<file path="config.mk">
export PLATFORM = sky130hd
export DESIGN_NAME = txpause_ctrl
export DESIGN_NICKNAME = d
export VERILOG_FILES = /design/src/rtl/txp_pkg.sv /design/src/rtl/txp_quantum_div.sv /design/src/rtl/txp_pause_timer.sv /design/src/rtl/txp_frame_gate.sv /design/src/rtl/txpause_ctrl.sv
export SDC_FILE = /design/constraint.sdc
export NUM_CORES = 1
export LEC_CHECK = 0
export ABC_AREA = 1
export BUFFER_PORTS_ARGS = -buffer_cell sky130_fd_sc_hd__buf_2
export CAP_MARGIN = 0
export CORE_ASPECT_RATIO = 1.2
export CORE_MARGIN = 8
export CORE_UTILIZATION = 40
export CTS_BUF_LIST = sky130_fd_sc_hd__clkbuf_8
export DETAILED_ROUTE_END_ITERATION = 10
export GPL_TIMING_DRIVEN = 0
export PLACE_DENSITY_LB_ADDON = 0.3
export RECOVER_POWER = 25
export SLEW_MARGIN = 15
export SYNTH_ARGS = -nofsm -noshare
export SYNTH_HDL_FRONTEND = slang
export SYNTH_SLANG_ARGS = --single-unit
</file>
<file path="constraint.sdc">
create_clock -name clk -period 1.8 [get_ports clk]
set_input_delay 0.09 -clock clk [delete_from_list [all_inputs] [get_ports clk]]
set_output_delay 0.09 -clock clk [all_outputs]
set_load 0.01 [all_outputs]
</file>
<file path="src/rtl/txp_pkg.sv">
package txp_pkg;
  typedef enum logic {
    GATE_IDLE = 1'b0,
    GATE_BUSY = 1'b1
  } gate_state_e;

  localparam int unsigned TXP_QUANTUM_DEF = 64;
  localparam int unsigned TXP_QW_DEF      = 16;
endpackage

</file>
<file path="src/rtl/txp_quantum_div.sv">
module txp_quantum_div #(
  parameter int unsigned QUANTUM = 64
) (
  input  logic clk,
  input  logic rst_n,
  input  logic tick_i,
  input  logic run_i,
  input  logic restart_i,
  input  logic shortcut_i,
  output logic quantum_end_o
);
  localparam int unsigned BW = (QUANTUM > 2) ? $clog2(QUANTUM) : 1;
  localparam logic [BW-1:0] LAST = BW'(QUANTUM - 1);

  logic [BW-1:0] byte_q;
  logic          at_last;

  assign at_last       = (byte_q == LAST);
  assign quantum_end_o = tick_i & run_i & ~restart_i & (shortcut_i | at_last);

  always_ff @(posedge clk) begin
    if (!rst_n) begin
      byte_q <= '0;
    end else if (restart_i) begin
      byte_q <= '0;
    end else if (tick_i && run_i) begin
      if (shortcut_i || at_last) byte_q <= '0;
      else                       byte_q <= byte_q + 1'b1;
    end
  end
endmodule

</file>
<file path="src/rtl/txp_pause_timer.sv">
module txp_pause_timer #(
  parameter int unsigned QW = 16
) (
  input  logic          clk,
  input  logic          rst_n,
  input  logic          load_i,
  input  logic [QW-1:0] load_val_i,
  input  logic          quantum_end_i,
  output logic          run_o
);
  logic [QW-1:0] quanta_q;

  assign run_o = (quanta_q != '0);

  always_ff @(posedge clk) begin
    if (!rst_n) begin
      quanta_q <= '0;
    end else if (load_i) begin
      quanta_q <= load_val_i;
    end else if (quantum_end_i && run_o) begin
      quanta_q <= quanta_q - 1'b1;
    end
  end
endmodule

</file>
<file path="src/rtl/txp_frame_gate.sv">
module txp_frame_gate
  import txp_pkg::*;
(
  input  logic clk,
  input  logic rst_n,
  input  logic hold_i,
  input  logic valid_i,
  input  logic done_i,
  input  logic bp_i,
  output logic ready_o,
  output logic jam_o
);
  gate_state_e state_q;
  logic        start;

  assign ready_o = (state_q == GATE_IDLE) & ~hold_i;
  assign start   = valid_i & ready_o;
  assign jam_o   = bp_i & (state_q == GATE_IDLE);

  always_ff @(posedge clk) begin
    if (!rst_n) begin
      state_q <= GATE_IDLE;
    end else begin
      unique case (state_q)
        GATE_IDLE: if (start)  state_q <= GATE_BUSY;
        GATE_BUSY: if (done_i) state_q <= GATE_IDLE;
        default:               state_q <= GATE_IDLE;
      endcase
    end
  end
endmodule

</file>
<file path="src/rtl/txpause_ctrl.sv">
module txpause_ctrl
  import txp_pkg::*;
#(
  parameter int unsigned QUANTUM = TXP_QUANTUM_DEF,
  parameter int unsigned QW      = TXP_QW_DEF
) (
  input  logic          clk,
  input  logic          rst_n,
  input  logic          byte_tick_i,
  input  logic          pause_load_i,
  input  logic [QW-1:0] pause_quanta_i,
  input  logic          tst_short_i,
  input  logic          tst_pause_i,
  input  logic          tst_bp_i,
  input  logic          tx_valid_i,
  output logic          tx_ready_o,
  input  logic          tx_done_i,
  output logic          jam_o,
  output logic          paused_o
);
  logic timer_run;
  logic q_end;

  txp_quantum_div #(.QUANTUM(QUANTUM)) u_div (
    .clk          (clk),
    .rst_n        (rst_n),
    .tick_i       (byte_tick_i),
    .run_i        (timer_run),
    .restart_i    (pause_load_i),
    .shortcut_i   (tst_short_i),
    .quantum_end_o(q_end)
  );

  txp_pause_timer #(.QW(QW)) u_timer (
    .clk          (clk),
    .rst_n        (rst_n),
    .load_i       (pause_load_i),
    .load_val_i   (pause_quanta_i),
    .quantum_end_i(q_end),
    .run_o        (timer_run)
  );

  assign paused_o = timer_run | tst_pause_i;

  txp_frame_gate u_gate (
    .clk    (clk),
    .rst_n  (rst_n),
    .hold_i (paused_o),
    .valid_i(tx_valid_i),
    .done_i (tx_done_i),
    .bp_i   (tst_bp_i),
    .ready_o(tx_ready_o),
    .jam_o  (jam_o)
  );
endmodule

</file>
== After elaboration in Yosys (flattened, before gate mapping) ==
Cells that the tools add are included.
Cells by class
  add/sub/neg operators: 2
  eq/ne operators: 1
  muxes and demuxes: 6
  bitwise gates (word level): 12
  reductions and logical operators: 6
Operators by type and width (count)
  $mux 16: 2
  $reduce_bool 16->1: 1
  $sub 16x1->16 const B: 1
  $add 6x1->6 const B: 1
  $and 1x1->1: 6
  $eq 6x6->1 const B: 1
  $mux 6: 1
  $not 1->1: 4
  $logic_and 1x1->1: 2
  $mux 1: 2
  $or 1x1->1: 2
  $pmux 1 s2: 1
  $reduce_bool 2->1: 1
  $reduce_or 2->1: 1
  $logic_or 1x1->1: 1
Word-level totals
  flip-flop bits (word level): 23
  word-level logic and storage cells: 30

== Logic depth before layout (Yosys ltp) ==
Gate-level depths: netlist of run 1.
  depth after elaboration: 7
  gate-level depth with buffers: 12

== Cells and area by module ==
Synthesis of run 1 repeated with hierarchy kept, for this count alone.
Second synthesis, totals
  cell total of the unflattened synthesis: 258
  area total of the unflattened synthesis: 1560.2 um^2
Modules (own cells, without submodules)
  txp_pause_timer: times used 1, cells an instance 194, area an instance 1137.3 um^2, sequential area each 320.3 um^2
  txp_quantum_div: times used 1, cells an instance 52, area an instance 354.1 um^2, sequential area each 120.1 um^2
  txp_frame_gate: times used 1, cells an instance 9, area an instance 57.6 um^2, sequential area each 20.0 um^2
  txpause_ctrl: times used 1, cells an instance 3, area an instance 11.3 um^2, sequential area each 0.0 um^2

== Least setup slack after synthesis of run 1 ==
OpenSTA, ideal clock, no wires.
  path type: reg2out
  start: register u_timer.quanta_q[0]
  end: output tx_ready_o
  data arrival time: 1506 ps
  slack: 204 ps
  cell stages (with the launch flop): 10
  buffers on the path: 0
  path through: dfxtp_1 inv_1 ha_1 inv_1 nor2_1 nand3_1 nor2_2 nand4_1 or2_1 nor2_1
Between the ends
  cells in the longest elaborated chain, start to end: 4
Ends and longest elaborated chain
  start, declared: RTL line txp_pause_timer.sv:11  | logic [QW-1:0] quanta_q;
  start signal, assigned: RTL line txp_pause_timer.sv:19  | quanta_q <= load_val_i;
  start signal, assigned: RTL line txp_pause_timer.sv:21  | quanta_q <= quanta_q - 1'b1;
  $reduce_bool 16->1: RTL line txp_pause_timer.sv:13  | assign run_o = (quanta_q != '0);
  $or 1x1->1: RTL line txpause_ctrl.sv:43  | assign paused_o = timer_run | tst_pause_i;
  named net paused_o: RTL line txpause_ctrl.sv:19  | output logic paused_o
  $not 1->1: RTL line txp_frame_gate.sv:16  | assign ready_o = (state_q == GATE_IDLE) & ~hold_i;
  $and 1x1->1: RTL line txp_frame_gate.sv:16
  end, declared: RTL line txpause_ctrl.sv:16  | output logic tx_ready_o,
The timed path passes the listed nets, and every way through them passes these cells.

== Worst setup path in the final report of run 1 ==
  start: register u_timer.quanta_q[0]
  end: output tx_ready_o
Between the ends
  cells in the longest elaborated chain, start to end: 4
Ends and longest elaborated chain (RTL line)
  $reduce_bool 16->1: txp_pause_timer.sv:13
  $or 1x1->1: txpause_ctrl.sv:43
  $not 1->1: txp_frame_gate.sv:16
  $and 1x1->1: txp_frame_gate.sv:16
No other way between the ends.

==> impl_metrics.tcl, run 1 <==
set metrics [dict create \
    status "complete, no violations" \
    hold_end "u_gate.state_q$_SDFF_PN0_" \
    drt_iter0_drc 75 \
    route.detailed.drc 0 \
    cap_violations 0 \
    p_sw_share_pct 35.4 \
    synth_seq_cells 23 \
    p_sw_mw 0.474 \
    crit_top_cell "inv_2" \
    postSynthAreaPerCell_sq_um 5.94 \
    clk_pin_slew_ps 90 \
    max_slew_margin_pct 63.8 \
    critPathCaptureType "primary output" \
    drtPass1Iterations 4 \
    synth_xor_area_share_pct 1.63 \
    vdd_drop_max_mv 0.339 \
    holdPathStages 3 \
    dpl-instance-area_sq_um 1810 \
    rows 25 \
    cp.depth 10 \
    multi_input_area_sq_um 1080 \
    worstMarginPinSlew_ps 543 \
    cp.arrival_ps 1690 \
    synth_fa_ha_area_share_pct 1.55 \
    ys_types 30 \
    setup_violations 0 \
    p_leak_nw 0.967 \
    final_nets 336 \
    fmax_ghz 0.561 \
    vias 1733 \
    reg2reg_slack_ps 130 \
    ys_seq_area_share_pct 28.5 \
    mappedNetlistArea_sq_um 1620 \
    die_w_um 74.0 \
    worst_path_max_delay_cell "dfxtp_2" \
    r2r-start "u_timer.quanta_q[0]$_SDFFE_PN0P_" \
    seqPwrFrac_pct 43.5 \
    port_buffers 26 \
    cts_tree "built" \
    slew_viol_final 0 \
    initial_core_util_pct 41.3 \
    cp.required_ps 1710 \
    ant_nets 0 \
    gp_congestion 0.865 \
    critPathLaunchType "register" \
    grt_pass1_wl_um 7360 \
    pwr-share-comb_pct 31.1 \
    antenna_found_initial 0 \
    min_path_type "in -> reg" \
    dieArea_sq_um 6340 \
    area_delta_synth_final_pct 20.7 \
    postCtsHoldBufs 0 \
    clk_path_buf_depth 2 \
    reg2reg_depth 11 \
    power_density_nw_per_um2 687 \
    timing.critical_path.cells "inv_2 -> ha_4 -> inv_2 -> nor2_4 -> nand3_2 -> nor2_2 -> nand4_1 -> or2_1 -> nor2_1 -> buf_2" \
    post-dp-hpwl_um 3090 \
    synth_nets 299 \
    synth_mux_area_share_pct 0 \
    critPathMaxStageDelay_ps 340 \
    clock_sinks 23 \
    htreeDepth 1 \
    clk_latency_ps 270 \
    p_total_mw 1.34 \
    grtUsageTotal_pct 14.3 \
    path_buf_inv 3 \
    n_antenna_cell 0 \
    cp_top_family "simple AND/OR/NAND/NOR gates" \
    fin_crit_ps 1780 \
    hold_path.startpoint "tx_valid_i" \
    yosys.area_share.simple_pct 50.8 \
    seq_area_sq_um 462 \
    final_common_cell "nand2_1" \
    cp_max_fo 3 \
    vias_per_cell 4.79 \
    grt_max_degree 14 \
    wl_per_cell_um 11.8 \
    layout_common_cells "nand2_1 (90), nor2_1 (47), buf_2 (28), dfxtp_1 (22), nand3_1 (19)" \
    netlist_instances 272 \
    grt_overflow 0 \
    fin_crit_sh_pct 99.0 \
    cts_inserted_buffers 3 \
    core_sq_um 3910 \
    rsz0062_at_grt "true" \
    clkPwrFrac_pct 25.4 \
    critPathKind "reg -> out" \
    yosys_warnings 0 \
    fill_cells 421 \
    internal_power_mw 0.865 \
    root_buffer "clkbuf_8" \
    layout-drive-gt1-share_pct 22.1 \
    hold_viol 0 \
    regToRegEndpoint "u_timer.quanta_q[4]$_SDFFE_PN0P_" \
    fin_area_sq_um 1950 \
    die_h_um 85.6 \
    synth-compound-area-share_pct 10.1 \
    synth_top_family_by_area "simple AND/OR/NAND/NOR gates" \
    skew_ps 1.21 \
    wl_um 4280 \
    ios 28 \
    grt_pass1_vias 1740 \
]
cell usage after synthesis:
| master | n | share of area (%) |
|---|---|---|
| a21oi_1 | 11 | 3.4 |
| a21oi_4 | 1 | 1.0 |
| a31oi_1 | 1 | 0.39 |
| and2_1 | 1 | 0.39 |
| buf_2 | 3 | 0.93 |
| buf_6 | 1 | 0.70 |
| clkbuf_1 | 2 | 0.46 |
| clkinv_1 | 1 | 0.23 |
| dfxtp_1 | 23 | 29 |
| ha_1 | 2 | 1.5 |
| inv_1 | 21 | 4.9 |
| inv_2 | 1 | 0.23 |
| nand2_1 | 90 | 21 |
| nand2_2 | 3 | 1.2 |
| nand2_4 | 1 | 0.70 |
| nand3_1 | 20 | 6.2 |
| nand3_4 | 1 | 1.1 |
| nand3b_1 | 3 | 1.4 |
| nand4_1 | 4 | 1.5 |
| nor2_1 | 51 | 12 |
| nor2_2 | 5 | 1.9 |
| nor2_4 | 1 | 0.70 |
| nor3_1 | 2 | 0.62 |
| o21a_1 | 1 | 0.46 |
| o21ai_0 | 8 | 2.5 |
| o21bai_1 | 5 | 2.3 |
| or2_1 | 1 | 0.39 |
| or2_2 | 5 | 1.9 |
| xnor2_1 | 1 | 0.54 |
| xor2_1 | 2 | 1.1 |
logic make-up (layout without fill, tap and decap cells):
logic type / after synthesis / after routing
and+or+nand+nor: 188 / 188
buffers and inverters: 29 / 65
AOI/OAI and AO/OA: 27 / 27
DFF: 23 / 23
xor gates and xnor gates: 3 / 3
adders and majority gates: 2 / 2
tightest hold or removal path: stages:
cell,delay [ps]
buf_2,90
nand3_1,60
a21oi_1,50
routing by layer:
layer | share of wire, % | global-route usage [%] | wire length, um | vias up
met1 | 46 | 16.8 | 1970 | 763
met3 | 3.9 | 2.68 | 169 | 6
met4 | 1.3 | 6.38 | 54 | 0
met2 | 49 | 24.2 | 2090 | 37
li1 | - | - | - | 927
met5 | 0 | 0 | 0 | -
registers in the layout, indices dropped and copies added (netlist names):
| name | flops |
|---|---|
| u_timer.quanta_q | 16 |
| u_gate.state_q | 1 |
| u_div.byte_q | 6 |
worst max-delay path by stage:
stage	startpoint	endpoint	slack, ps
after global placement	u_timer.quanta_q[0]$_SDFFE_PN0P_	tx_ready_o	-10
after detailed placement	u_timer.quanta_q[0]$_SDFFE_PN0P_	tx_ready_o	-0.1
final	u_timer.quanta_q[0]$_SDFFE_PN0P_	tx_ready_o	20
after global routing	u_timer.quanta_q[0]$_SDFFE_PN0P_	tx_ready_o	-80
after CTS	u_timer.quanta_q[0]$_SDFFE_PN0P_	tx_ready_o	-30
after floorplan	u_timer.quanta_q[0]$_SDFFE_PN0P_	tx_ready_o	200
timing repair:
item,4_1_cts,5_1_grt
endpoints found under the setup margin,2,9
buffers inserted,5,1
gates resized for setup,8,7
pin swaps,4,5
stage by stage:
| step | hold WS, ps | utilization (%) | setup WS [ps] | instances | setup TNS, ps |
|---|---|---|---|---|---|
| global placement | 361 | 46.4 | -13.2 | 352 | -13.2 |
| CTS | 73.4 | 49.1 | -33.7 | 361 | -33.7 |
| finish | 70.5 | 49.9 | 18.7 | 362 | 0 |
| floorplan | 250 | - | 204 | 272 | 0 |
| detailed placement | 366 | 46.4 | -0.138 | 352 | -0.138 |
| global route | 74.1 | 49.9 | -79.0 | 362 | -86.8 |
cell type report:
| class | count | share of cell area, % |
|---|---|---|
| plain buffers | 6 | 1.73 |
| clock buffers | 3 | 2.12 |
| clock inverters | 1 | 0.257 |
| inverters | 23 | 4.43 |
| multi-input cells | 220 | 55.4 |
| flip-flops and latches | 23 | 23.7 |
| well taps | 54 | 3.47 |
| repair buffers | 32 | 8.92 |
power groups by stage:
stage | registers (mW) | logic [mW] | clock network (mW)
floorplan | 0.579 | 0.280 | 0
global placement | 0.588 | 0.362 | 0
detailed placement | 0.589 | 0.367 | 0
CTS | 0.579 | 0.397 | 0.343
global route | 0.586 | 0.476 | 0.369
finish | 0.582 | 0.417 | 0.341
Note: power is estimated with default switching activity, not from simulation.
==> inputs of run 2 (changes only) <==
Settings changed: CORE_UTILIZATION 40 to 31, SLEW_MARGIN 15 to 20.
==> run 2 against run 1 <==
Effect of this change: critical path depth did not move; combinational power is 5.0% higher; non-clock buffer count rose by 4; critical path type unchanged; register-to-register slack worse by 80 ps.
==> impl_metrics.tcl, run 2 (same netlist as run 1, synthesis figures left out) <==
set metrics [dict create \
    critPathKind "reg -> out" \
    path_buf_inv 3 \
    fin_area_sq_um 2030 \
    p_sw_share_pct 35.1 \
    grtUsageTotal_pct 11.8 \
    internal_power_mw 0.882 \
    critPathCaptureType "primary output" \
    p_leak_nw 1.01 \
    seqPwrFrac_pct 42.8 \
    reg2reg_slack_ps 50 \
    port_buffers 26 \
    grt_pass1_vias 1684 \
    min_path_type "in -> reg" \
    crit_top_cell "inv_2" \
    final_util_pct 39.4 \
    worstMarginPinSlew_ps 563 \
    vdd_drop_max_mv 0.256 \
    root_buffer "clkbuf_8" \
    grt_max_degree 14 \
    critPathMaxStageDelay_ps 330 \
    ios 28 \
    fmax_ghz 0.568 \
    skew_ps 2.55 \
    clock_sinks 23 \
    clkPwrFrac_pct 25.0 \
    n_antenna_cell 0 \
    power_density_nw_per_um2 670 \
    fill_cells 576 \
    final_common_cell "nand2_1" \
    dpl-instance-area_sq_um 1820 \
    largest_register "u_timer.quanta_q" \
    cp_max_fo 2 \
    cts_tree "built" \
    core_sq_um 5150 \
    grt_overflow 0 \
    cts_inserted_buffers 3 \
    largest_reg_flops 16 \
    vias 1733 \
    grt_pass1_wl_um 7380 \
    layout_common_cells "nand2_1 (90), nor2_1 (48), buf_2 (28), dfxtp_1 (20), nand3_1 (19)" \
    die_h_um 95.1 \
    final_nets 340 \
    tns_ps 0 \
    rsz0062_at_grt "true" \
    fin_crit_sh_pct 97.7 \
    slew_viol_final 0 \
    hold_viol 0 \
    post-dp-hpwl_um 3250 \
    timing.critical_path.cells "inv_2 -> ha_4 -> inv_2 -> nor2_4 -> nand3_2 -> nor2_2 -> nand4_1 -> or2_1 -> nor2_1 -> buf_2" \
    area_delta_synth_final_pct 25.8 \
    drtPass1Iterations 4 \
    layout-drive-gt1-share_pct 23.4 \
    route.detailed.drc 0 \
    cp.arrival_ps 1670 \
    clk_latency_ps 270 \
    antenna_found_initial 0 \
    hold_ws_ps 73.8 \
    initial_core_util_pct 31.4 \
    cp_top_family "simple AND/OR/NAND/NOR gates" \
    status "complete, no violations" \
    p_sw_mw 0.478 \
    fin_crit_ps 1760 \
    postCtsHoldBufs 0 \
    ant_nets 0 \
    worst_path_max_delay_cell "dfxtp_2" \
    wl_um 4500 \
    max_slew_margin_pct 62.5 \
    die_w_um 81.9 \
    rows 29 \
    dieArea_sq_um 7790 \
    vias_per_cell 4.63 \
    htreeDepth 1 \
    reg_top3 "u_timer.quanta_q: 16 flops, u_div.byte_q: 6 flops, u_gate.state_q: 1 flops" \
    pwr-share-comb_pct 32.2 \
    cap_violations 0 \
    cp.required_ps 1710 \
    clk_pin_slew_ps 90 \
    clk_path_buf_depth 2 \
    critPathLaunchType "register" \
    wl_per_cell_um 12.0 \
    gp_congestion 0.844 \
    setup_violations 0 \
    drt_iter0_drc 107 \
]
-- run 2: tightest hold or removal path, cell delays in order --
cell	delay (ps)
buf_2	100
nand3_1	70
a21oi_1	50
-- run 2: routing by layer --
layer,vias up,wire (um),track usage (%)
met5,-,0,0
met4,0,108,3.67
met3,9,196,2.17
met2,29,2190,21.2
met1,758,2000,13.7
li1,937,-,-
-- run 2: layout make-up --
cell class / count / area, sq um / share of cell area [%]
multi-input combinational: 220 / 1080 / 53.1
sequential: 23 / 464 / 22.8
timing repair buffer: 36 / 238 / 11.7
inverter: 23 / 88.8 / 4.37
tap: 62 / 77.6 / 3.82
clock buffer: 3 / 41.3 / 2.03
buffer: 6 / 37.5 / 1.85
clock inverter: 1 / 5.00 / 0.246
-- run 2: what timing repair did --
| item | 4_1_cts | 5_1_grt |
|---|---|---|
| gates cloned | 0 | 1 |
| setup endpoints to repair | 2 | 20 |
| setup buffers | 6 | 4 |
| pin swaps | 5 | 8 |
| resized for setup | 10 | 11 |
-- run 2: power by group through the flow --
| stage | logic [mW] | registers [mW] | clock network, mW |
|---|---|---|---|
| 2_1_floorplan | 0.280 | 0.579 | 0 |
| 3_3_place_gp | 0.367 | 0.589 | 0 |
| 3_5_place_dp | 0.369 | 0.589 | 0 |
| 4_1_cts | 0.407 | 0.579 | 0.363 |
| 5_1_grt | 0.500 | 0.587 | 0.378 |
| 6_report | 0.438 | 0.583 | 0.341 |
-- run 2: worst paths after layout --
kind                                startpoint  depth (start not counted)                           endpoint
max reg2reg   u_timer.quanta_q[0]$_SDFFE_PN0P_                         12   u_timer.quanta_q[6]$_SDFFE_PN0P_
min                                 tx_valid_i                          3          u_gate.state_q$_SDFF_PN0_
max           u_timer.quanta_q[0]$_SDFFE_PN0P_                         10                         tx_ready_o
min reg2reg  u_timer.quanta_q[14]$_SDFFE_PN0P_                          2  u_timer.quanta_q[14]$_SDFFE_PN0P_
-- run 2: per-stage QoR --
step                      cells  setup slack [ps]  total power, mW
after detailed placement    360             -52.6            0.958
after global routing        374              -118             1.46
after floorplan             272               204            0.859
after CTS                   370             -76.6             1.35
final                       374              40.5             1.36
after global placement      360             -28.5            0.955
